## src/rtl/bsf_pkg.sv

```systemverilog
package bsf_pkg;

  typedef enum logic [0:0] {
    ST_IDLE = 1'b0,
    ST_RUN  = 1'b1
  } bsf_state_e;

  // Slot of the k-th most recent sample in a ring of n entries, given a write
  // pointer that already points past the newest entry.
  function automatic int ring_slot(input int wp, input int k, input int n);
    return (wp + 2 * n - 1 - k) % n;
  endfunction

endpackage

```

## src/rtl/bsf_sequencer.sv

```systemverilog
module bsf_sequencer
  import bsf_pkg::*;
#(
  parameter int NTAP = 4,
  parameter int CW   = 8,
  parameter int CHW  = 2,
  parameter int TPW  = 2,
  parameter int BW   = 3
) (
  input  logic           clk,
  input  logic           rst_n,
  input  logic           in_valid,
  input  logic [CHW-1:0] in_ch,
  output logic           accept,
  output logic           run,
  output logic           first_bit,
  output logic           last_bit,
  output logic           done,
  output logic [CHW-1:0] cur_ch,
  output logic [TPW-1:0] cur_tap,
  output logic [BW-1:0]  bit_idx,
  output logic           out_valid,
  output logic [CHW-1:0] out_ch
);

  localparam logic [BW-1:0]  BIT_TOP = BW'(CW - 1);
  localparam logic [TPW-1:0] TAP_END = TPW'(NTAP - 1);

  bsf_state_e     st_q;
  logic [TPW-1:0] tap_q;
  logic [BW-1:0]  bit_q;
  logic [CHW-1:0] ch_q;

  assign run       = (st_q == ST_RUN);
  assign accept    = !run && in_valid;
  assign first_bit = run && (bit_q == BIT_TOP);
  assign last_bit  = run && (bit_q == '0);
  assign done      = last_bit && (tap_q == TAP_END);
  assign cur_ch    = ch_q;
  assign cur_tap   = tap_q;
  assign bit_idx   = bit_q;

  always_ff @(posedge clk or negedge rst_n) begin
    if (!rst_n) begin
      st_q      <= ST_IDLE;
      tap_q     <= '0;
      bit_q     <= BIT_TOP;
      ch_q      <= '0;
      out_valid <= 1'b0;
      out_ch    <= '0;
    end else begin
      out_valid <= done;
      if (done) out_ch <= ch_q;
      if (accept) begin
        st_q  <= ST_RUN;
        ch_q  <= in_ch;
        tap_q <= '0;
        bit_q <= BIT_TOP;
      end else if (run) begin
        if (last_bit) begin
          bit_q <= BIT_TOP;
          if (done) st_q <= ST_IDLE;
          else      tap_q <= tap_q + 1'b1;
        end else begin
          bit_q <= bit_q - 1'b1;
        end
      end
    end
  end

  // the channel tag of a computation cannot change under it
  assert_ch_held_R7: assert property (@(posedge clk) disable iff (!rst_n)
    (run && $past(run)) |-> $stable(ch_q));

  // a result strobe lasts a single cycle
  assert_single_strobe_R5: assert property (@(posedge clk) disable iff (!rst_n)
    out_valid |=> !out_valid);

endmodule

```

## src/rtl/bsf_coef_store.sv

```systemverilog
module bsf_coef_store #(
  parameter int NCH  = 3,
  parameter int NTAP = 4,
  parameter int CW   = 8,
  parameter int CHW  = 2,
  parameter int TPW  = 2
) (
  input  logic                  clk,
  input  logic                  rst_n,
  input  logic                  commit_ok,
  input  logic                  wr_en,
  input  logic [CHW-1:0]        wr_ch,
  input  logic [TPW-1:0]        wr_tap,
  input  logic signed [CW-1:0]  wr_data,
  input  logic [CHW-1:0]        rd_ch,
  input  logic [TPW-1:0]        rd_tap,
  output logic signed [CW-1:0]  rd_data
);

  localparam int NE = NCH * NTAP;
  localparam int EW = (NE > 1) ? $clog2(NE) : 1;

  // two words per weight; sel picks the one the engine reads
  logic signed [CW-1:0] bank [2][NE];
  logic [NE-1:0] sel_q, pend_q, sel_eff;
  logic [EW-1:0] wr_e, rd_e;

  assign wr_e    = EW'(32'(wr_ch) * NTAP + 32'(wr_tap));
  assign rd_e    = EW'(32'(rd_ch) * NTAP + 32'(rd_tap));
  assign sel_eff = commit_ok ? (sel_q ^ pend_q) : sel_q;
  assign rd_data = bank[sel_q[rd_e]][rd_e];

  always_ff @(posedge clk or negedge rst_n) begin
    if (!rst_n) begin
      sel_q  <= '0;
      pend_q <= '0;
    end else begin
      sel_q  <= sel_eff;
      pend_q <= (commit_ok ? '0 : pend_q) | (wr_en ? (NE'(1) << wr_e) : '0);
    end
  end

  always_ff @(posedge clk) begin
    if (wr_en) bank[~sel_eff[wr_e]][wr_e] <= wr_data;
  end

  // the active word selection is frozen while a computation runs
  assert_sel_frozen_R8: assert property (@(posedge clk) disable iff (!rst_n)
    !commit_ok |=> $stable(sel_q));

endmodule

```

## src/rtl/bsf_delay_line.sv

```systemverilog
module bsf_delay_line
  import bsf_pkg::*;
#(
  parameter int NCH  = 3,
  parameter int NTAP = 4,
  parameter int DW   = 8,
  parameter int CHW  = 2,
  parameter int TPW  = 2
) (
  input  logic                 clk,
  input  logic                 rst_n,
  input  logic                 push,
  input  logic [CHW-1:0]       push_ch,
  input  logic signed [DW-1:0] push_data,
  input  logic [CHW-1:0]       rd_ch,
  input  logic [TPW-1:0]       rd_tap,
  output logic signed [DW-1:0] rd_data
);

  localparam int NE = NCH * NTAP;
  localparam int EW = (NE > 1) ? $clog2(NE) : 1;
  localparam logic [TPW-1:0] WP_END = TPW'(NTAP - 1);

  logic signed [DW-1:0] mem [NE];
  logic [TPW-1:0] wp_q [NCH];
  logic [TPW-1:0] rd_slot;
  logic [EW-1:0]  push_e, rd_e;

  assign push_e  = EW'(32'(push_ch) * NTAP + 32'(wp_q[push_ch]));
  assign rd_slot = TPW'(ring_slot(32'(wp_q[rd_ch]), 32'(rd_tap), NTAP));
  assign rd_e    = EW'(32'(rd_ch) * NTAP + 32'(rd_slot));
  assign rd_data = mem[rd_e];

  always_ff @(posedge clk or negedge rst_n) begin
    if (!rst_n) begin
      for (int i = 0; i < NE; i++) mem[i] <= '0;
      for (int c = 0; c < NCH; c++) wp_q[c] <= '0;
    end else if (push) begin
      mem[push_e]   <= push_data;
      wp_q[push_ch] <= (wp_q[push_ch] == WP_END) ? '0 : wp_q[push_ch] + 1'b1;
    end
  end

endmodule

```

## src/rtl/bsf_mac.sv

```systemverilog
module bsf_mac #(
  parameter int DW   = 8,
  parameter int CW   = 8,
  parameter int NTAP = 4,
  parameter int OW   = 10,
  parameter int SHR  = 6
) (
  input  logic                 clk,
  input  logic                 rst_n,
  input  logic                 start,
  input  logic                 run,
  input  logic                 first_bit,
  input  logic                 last_bit,
  input  logic                 done,
  input  logic                 wbit,
  input  logic signed [DW-1:0] samp,
  output logic signed [OW-1:0] y
);

  localparam int PW = DW + CW;
  localparam int SW = PW + ((NTAP > 1) ? $clog2(NTAP) : 1);
  localparam int QW = SW + 1 - SHR;
  localparam logic signed [QW-1:0] QMAX = QW'((2 ** (OW - 1)) - 1);
  localparam logic signed [QW-1:0] QMIN = ~QMAX;

  // round half up by dropping SHR bits, then clip to OW bits
  function automatic logic signed [OW-1:0] round_sat(input logic signed [SW-1:0] v);
    logic signed [SW:0]   r;
    logic signed [QW-1:0] q;
    r = {v[SW-1], v} + (SW + 1)'(2 ** (SHR - 1));
    q = r[SW:SHR];
    if (q > QMAX) return QMAX[OW-1:0];
    if (q < QMIN) return QMIN[OW-1:0];
    return q[OW-1:0];
  endfunction

  logic signed [PW-1:0] samp_x, prod_q, prod_nx;
  logic signed [SW-1:0] sum_q, sum_nx;
  logic signed [SW:0]   sum_wide;

  assign samp_x = {{CW{samp[DW-1]}}, samp};

  always_comb begin
    if (first_bit) prod_nx = wbit ? -samp_x : '0;
    else           prod_nx = (prod_q <<< 1) + (wbit ? samp_x : '0);
    sum_wide = {sum_q[SW-1], sum_q} + {{(SW + 1 - PW){prod_nx[PW-1]}}, prod_nx};
    sum_nx   = sum_wide[SW-1:0];
  end

  always_ff @(posedge clk or negedge rst_n) begin
    if (!rst_n) begin
      prod_q <= '0;
      sum_q  <= '0;
      y      <= '0;
    end else begin
      if (run) prod_q <= prod_nx;
      if (start) sum_q <= '0;
      else if (last_bit) sum_q <= sum_nx;
      if (done) y <= round_sat(sum_nx);
    end
  end

  // adding a finished product never leaves the sum range
  assert_no_overflow_R10: assert property (@(posedge clk) disable iff (!rst_n)
    last_bit |-> (sum_wide[SW] == sum_wide[SW-1]));

endmodule

```

## src/rtl/bsf_fir.sv

```systemverilog
module bsf_fir #(
  parameter int NCH  = 3,
  parameter int NTAP = 4,
  parameter int DW   = 8,
  parameter int CW   = 8,
  parameter int OW   = 10,
  parameter int SHR  = 6,
  localparam int CHW = (NCH > 1) ? $clog2(NCH) : 1,
  localparam int TPW = (NTAP > 1) ? $clog2(NTAP) : 1
) (
  input  logic                 clk,
  input  logic                 rst_n,
  input  logic                 in_valid,
  input  logic [CHW-1:0]       in_ch,
  input  logic signed [DW-1:0] in_data,
  output logic                 busy,
  input  logic                 wt_we,
  input  logic [CHW-1:0]       wt_ch,
  input  logic [TPW-1:0]       wt_tap,
  input  logic signed [CW-1:0] wt_data,
  output logic                 out_valid,
  output logic [CHW-1:0]       out_ch,
  output logic signed [OW-1:0] out_data
);

  localparam int BW   = (CW > 1) ? $clog2(CW) : 1;
  localparam int NCYC = NTAP * CW;
  localparam int CNTW = $clog2(NCYC + 1);

  logic accept, run, first_bit, last_bit, done;
  logic [CHW-1:0] cur_ch;
  logic [TPW-1:0] cur_tap;
  logic [BW-1:0]  bit_idx;
  logic signed [CW-1:0] wt_word;
  logic signed [DW-1:0] hist_word;

  assign busy = run;

  bsf_sequencer #(.NTAP(NTAP), .CW(CW), .CHW(CHW), .TPW(TPW), .BW(BW)) u_seq (
    .clk(clk), .rst_n(rst_n), .in_valid(in_valid), .in_ch(in_ch),
    .accept(accept), .run(run), .first_bit(first_bit), .last_bit(last_bit),
    .done(done), .cur_ch(cur_ch), .cur_tap(cur_tap), .bit_idx(bit_idx),
    .out_valid(out_valid), .out_ch(out_ch)
  );

  bsf_coef_store #(.NCH(NCH), .NTAP(NTAP), .CW(CW), .CHW(CHW), .TPW(TPW)) u_wt (
    .clk(clk), .rst_n(rst_n), .commit_ok(!run),
    .wr_en(wt_we), .wr_ch(wt_ch), .wr_tap(wt_tap), .wr_data(wt_data),
    .rd_ch(cur_ch), .rd_tap(cur_tap), .rd_data(wt_word)
  );

  bsf_delay_line #(.NCH(NCH), .NTAP(NTAP), .DW(DW), .CHW(CHW), .TPW(TPW)) u_hist (
    .clk(clk), .rst_n(rst_n), .push(accept), .push_ch(in_ch), .push_data(in_data),
    .rd_ch(cur_ch), .rd_tap(cur_tap), .rd_data(hist_word)
  );

  bsf_mac #(.DW(DW), .CW(CW), .NTAP(NTAP), .OW(OW), .SHR(SHR)) u_mac (
    .clk(clk), .rst_n(rst_n), .start(accept), .run(run), .first_bit(first_bit),
    .last_bit(last_bit), .done(done), .wbit(wt_word[bit_idx]), .samp(hist_word),
    .y(out_data)
  );

  // busy-cycle counter observed by the latency property
  logic [CNTW-1:0] busy_cnt;
  always_ff @(posedge clk or negedge rst_n) begin
    if (!rst_n)      busy_cnt <= '0;
    else if (accept) busy_cnt <= '0;
    else if (run)    busy_cnt <= busy_cnt + 1'b1;
  end

  // a result appears after exactly NTAP*CW busy cycles
  assert_latency_R5: assert property (@(posedge clk) disable iff (!rst_n)
    out_valid |-> (busy_cnt == CNTW'(NCYC)));

  // the engine only becomes busy because a sample was offered
  assert_busy_cause_R6: assert property (@(posedge clk) disable iff (!rst_n)
    $rose(busy) |-> $past(in_valid));

endmodule

```

## config.mk

```make
export PLATFORM = sky130hd
export DESIGN_NAME = bsf_fir
export DESIGN_NICKNAME = d
export VERILOG_FILES = /design/src/rtl/bsf_pkg.sv /design/src/rtl/bsf_sequencer.sv /design/src/rtl/bsf_coef_store.sv /design/src/rtl/bsf_delay_line.sv /design/src/rtl/bsf_mac.sv /design/src/rtl/bsf_fir.sv
export SDC_FILE = /design/constraint.sdc
export NUM_CORES = 1
export LEC_CHECK = 0
export ABC_AREA = 1
export BUFFER_PORTS_ARGS = -buffer_cell sky130_fd_sc_hd__clkbuf_2
export CORE_MARGIN = 1.5
export CORE_UTILIZATION = 63
export CTS_CLUSTER_DIAMETER = 200
export DETAILED_ROUTE_END_ITERATION = 8
export PLACE_DENSITY_LB_ADDON = 0.3
export RECOVER_POWER = 100
export SLEW_MARGIN = 20
export SYNTH_ARGS = -nofsm -noshare
export SYNTH_HDL_FRONTEND = slang
export SYNTH_HIERARCHICAL = 1
export SYNTH_SLANG_ARGS = --single-unit
```

## constraint.sdc

```tcl
create_clock -name clk -period 7.11 [get_ports clk]
set_clock_uncertainty 0.05 [all_clocks]
set_input_delay 0.3555 -clock clk [delete_from_list [all_inputs] [get_ports clk]]
set_output_delay 0.3555 -clock clk [all_outputs]
set_load 0.03 [all_outputs]
```

==> impl_metrics.yaml <==
routing:
  drt_iter0_drc: 1588
  viasPerCell: 5.76
  drcViolationCount: 0
  dr.pass1.iters: 6
  wl_met1_um: 20500
  wl_per_cell_um: 17.6
  vias: 15785
  routed_wl_um: 48200
  wl_met3_um: 3900
  final_antenna_net_count: 0
  dr_wl_met2_um: 22500
  routed.top_layer: "met4"
timing:
  setup_viol: 0
  finalCriticalPeriod_ns: 6.73
  fmax_mhz: 149
  finalHoldViolations: 0
  fin_hold_ws_ns: 0.0369
  worst_slew_pin_slew_ns: 3.90
  relSlewSlack_pct: -160
  report.final.slew_viol_count: 108
  min_period_over_period_pct: 94.6
yosys:
  ys_seq_area_share_pct: 52.5
  async_flop_share_pct: 48.4
  yosys.area.top_type_share_pct: 29.5
  ys_ff_latch: 372
  postSynthAreaPerCell_um2: 8.55
  yosysTopAreaCell: "edfxtp_1"
  syn-cell-area_um2: 19600
  yosysWarnings: 6
  synth_area_leaders: "edfxtp_1, dfrtp_1, nand2_1"
  netlist_instances: 2289
  synthFlopType: "edfxtp_1"
  syn_nets: 2360
  synth_edf_count: 192
  ys_types: 56
die:
  die_x_um: 179
  die_h_um: 179
  coreArea_um2: 30600
  dieArea_um2: 32100
  initial_core_util_pct: 64.0
  ios: 40
  row_count: 64
critical_path:
  slowest_stage: "dfrtp_1"
  cp_top_family: "simple AND/OR/NAND/NOR gates"
  worstSetupEndpointType: "flop"
  slowest_delay_ns: 0.51
  critPathMaxFanout: 24
  cpMostUsedCell: "nand2_1"
  crit_buf_inv: 7
  cp-start-kind: "flop"
  crit_required_ns: 7.47
  arrival_ns: 7.09
  path_class: "reg2reg"
layout:
  num_antenna_cells: 0
  fin_nets: 2385
  drive_gt1_share_pct: 8.15
  area_growth_syn_to_layout_pct: 10.0
  fill_cells: 2369
  multi_input_area_um2: 7550
  seqCellArea_um2: 10300
clock_tree:
  cts_buffers: 40
  htreeDepth: 2
  cts_tree: "done"
  clk_path_buf_depth: 3
  clk_pin_slew_ns: 0.06
  cts_sinks: 372
  insertion_delay_ns: 0.54
  root_buffer: "clkbuf_16"
placed_design:
  dpl.hpwl_um: 31000
  port_buffers: 39
  gp_congestion: 0.944
grt:
  antenna_found_initial: 0
  grt-ovfl-total: 0
  grt_max_degree: 106
  grt_pass1_vias: 14560
  grt_use_total_pct: 29.7
  grt_pass1_wl_um: 74700
hold_path:
  hold_path_class: "in2reg"
job:
  cap_violations: 2
run_status:
  status: "finished, violations left"
  violations: "max-capacitance violations, max-slew violations"
per-stage QoR:
step | setup slack [ns] | TNS [ns] | area, um2 | utilization [%] | std cells
after floorplan | 1.40 | 0 | 19600 | - | 2289
after global placement | 0.272 | 0 | 20000 | 65.2 | 2653
after detailed placement | 0.0590 | 0 | 20000 | 65.2 | 2653
after CTS | 0.00942 | 0 | 21300 | 69.6 | 2726
after global routing | -0.0375 | -0.216 | 21500 | 70.4 | 2740
final | 0.383 | 0 | 21500 | 70.4 | 2740
cell type report:
cell class	instances	share of cell area, %
clock buffers	56	5.26
clock inverters	16	0.930
inverters	346	6.14
multi-input cells	1479	35.1
flip-flops and latches	372	47.7
well taps	396	2.30
repair buffers	74	2.52
repair inverters	1	0.0407
path summary, 6_finish.rpt:
path                                 start               to  slack [ns]  depth (start not counted)
min                               in_ch[1]  u_seq/cur_ch[1]        0.04                          3
max                        u_seq/cur_ch[1]       u_mac/y[2]        0.38                         40
max reg2reg                u_seq/cur_ch[1]       u_mac/y[2]        0.38                         40
min reg2reg                 u_hist/mem[48]   u_hist/mem[48]        0.43                          2
min in group asynchronous            rst_n       u_mac/y[1]        0.82                          2
max in group asynchronous            rst_n   u_hist/mem[90]        1.37                          4
tightest hold or removal path, cell delays in order:
cell and delay [ns]:
clkbuf_2 0.13, nand2_1 0.06, nand2_1 0.05
what timing repair did:
action	4_1_cts	5_1_grt
gates resized for setup	0	32
setup endpoints to repair	0	11
setup buffers	0	7
hold buffers	1	0
endpoints found under the hold margin	101	0
layer usage:
| layer | vias to the layer above | track usage, % |
|---|---|---|
| li1 | 7472 | - |
| met1 | 7475 | 42.4 |
| met2 | 740 | 47.4 |
| met3 | 98 | 3.90 |
| met4 | 0 | 9.50 |
| met5 | - | 0 |
cell families after synthesis:
logic type / count (synthesis) / share of synthesized area (%)
mux: 33 / 1.69
buf+inv: 440 / 9.40
simple gates: 1127 / 25.4
flops: 372 / 52.5
fa+ha+maj: 45 / 2.95
compound gates: 246 / 6.70
xor+xnor: 26 / 1.34
cells in the final DEF, fill, tap and decap left out, drive strengths merged, types with 2 or more instances in the layout:
cell type,synthesis,final
xnor2,4,4
clkbuf,45,99
inv,344,343
bufinv,0,4
a22oi,3,3
o21ai,169,169
clkinv,2,13
nand4,22,22
mux2i,33,33
o32ai,2,2
o21a,2,2
dfstp,3,3
nor3,3,3
edfxtp,192,192
xor2,22,22
nor2,135,135
nand3b,35,35
ha,43,43
and2,5,5
a21oi,44,44
o21bai,3,4
o22ai,15,15
or2,4,4
fa,2,2
nand3,277,277
clkinvlp,0,3
a31oi,2,2
nand2,646,647
dfrtp,177,177
buf,49,30
cell usage after synthesis (3+ instances only):
cell type / n
buf_6: 10
o21ai_1: 16
nor2_1: 126
buf_4: 13
dfstp_2: 3
buf_1: 3
mux2i_1: 33
xor2_1: 20
o22ai_1: 15
edfxtp_1: 192
ha_1: 43
and2_1: 4
nand2_2: 18
or2_2: 4
inv_1: 328
nor2_2: 8
dfrtp_1: 177
clkbuf_1: 42
nand4_1: 21
nand3_1: 270
a22oi_1: 3
nor3_1: 3
buf_2: 22
a21oi_1: 44
nand3b_1: 34
o21ai_0: 153
nand2_1: 624
inv_2: 15
nand3_2: 5
nand2_4: 3
xnor2_1: 3
registers in the layout, summed over array words and instances (netlist names):
register and flops:
u_seq/bit_idx 3, u_mac/prod_q 15, u_seq/cur_tap 2, u_mac/y 10, u_seq/out_ch 2, u_wt/bank 192
u_seq/out_valid 1, u_hist/wp_q 6, u_mac/sum_q 18, u_seq/cur_ch 2, u_wt/pend_q 12, u_wt/sel_q 12
u_hist/mem 96, u_seq/run 1
Power is left out: the tool's default activity adds up to more than one toggle a clock period on the data nets, which glitch-free logic cannot reach.
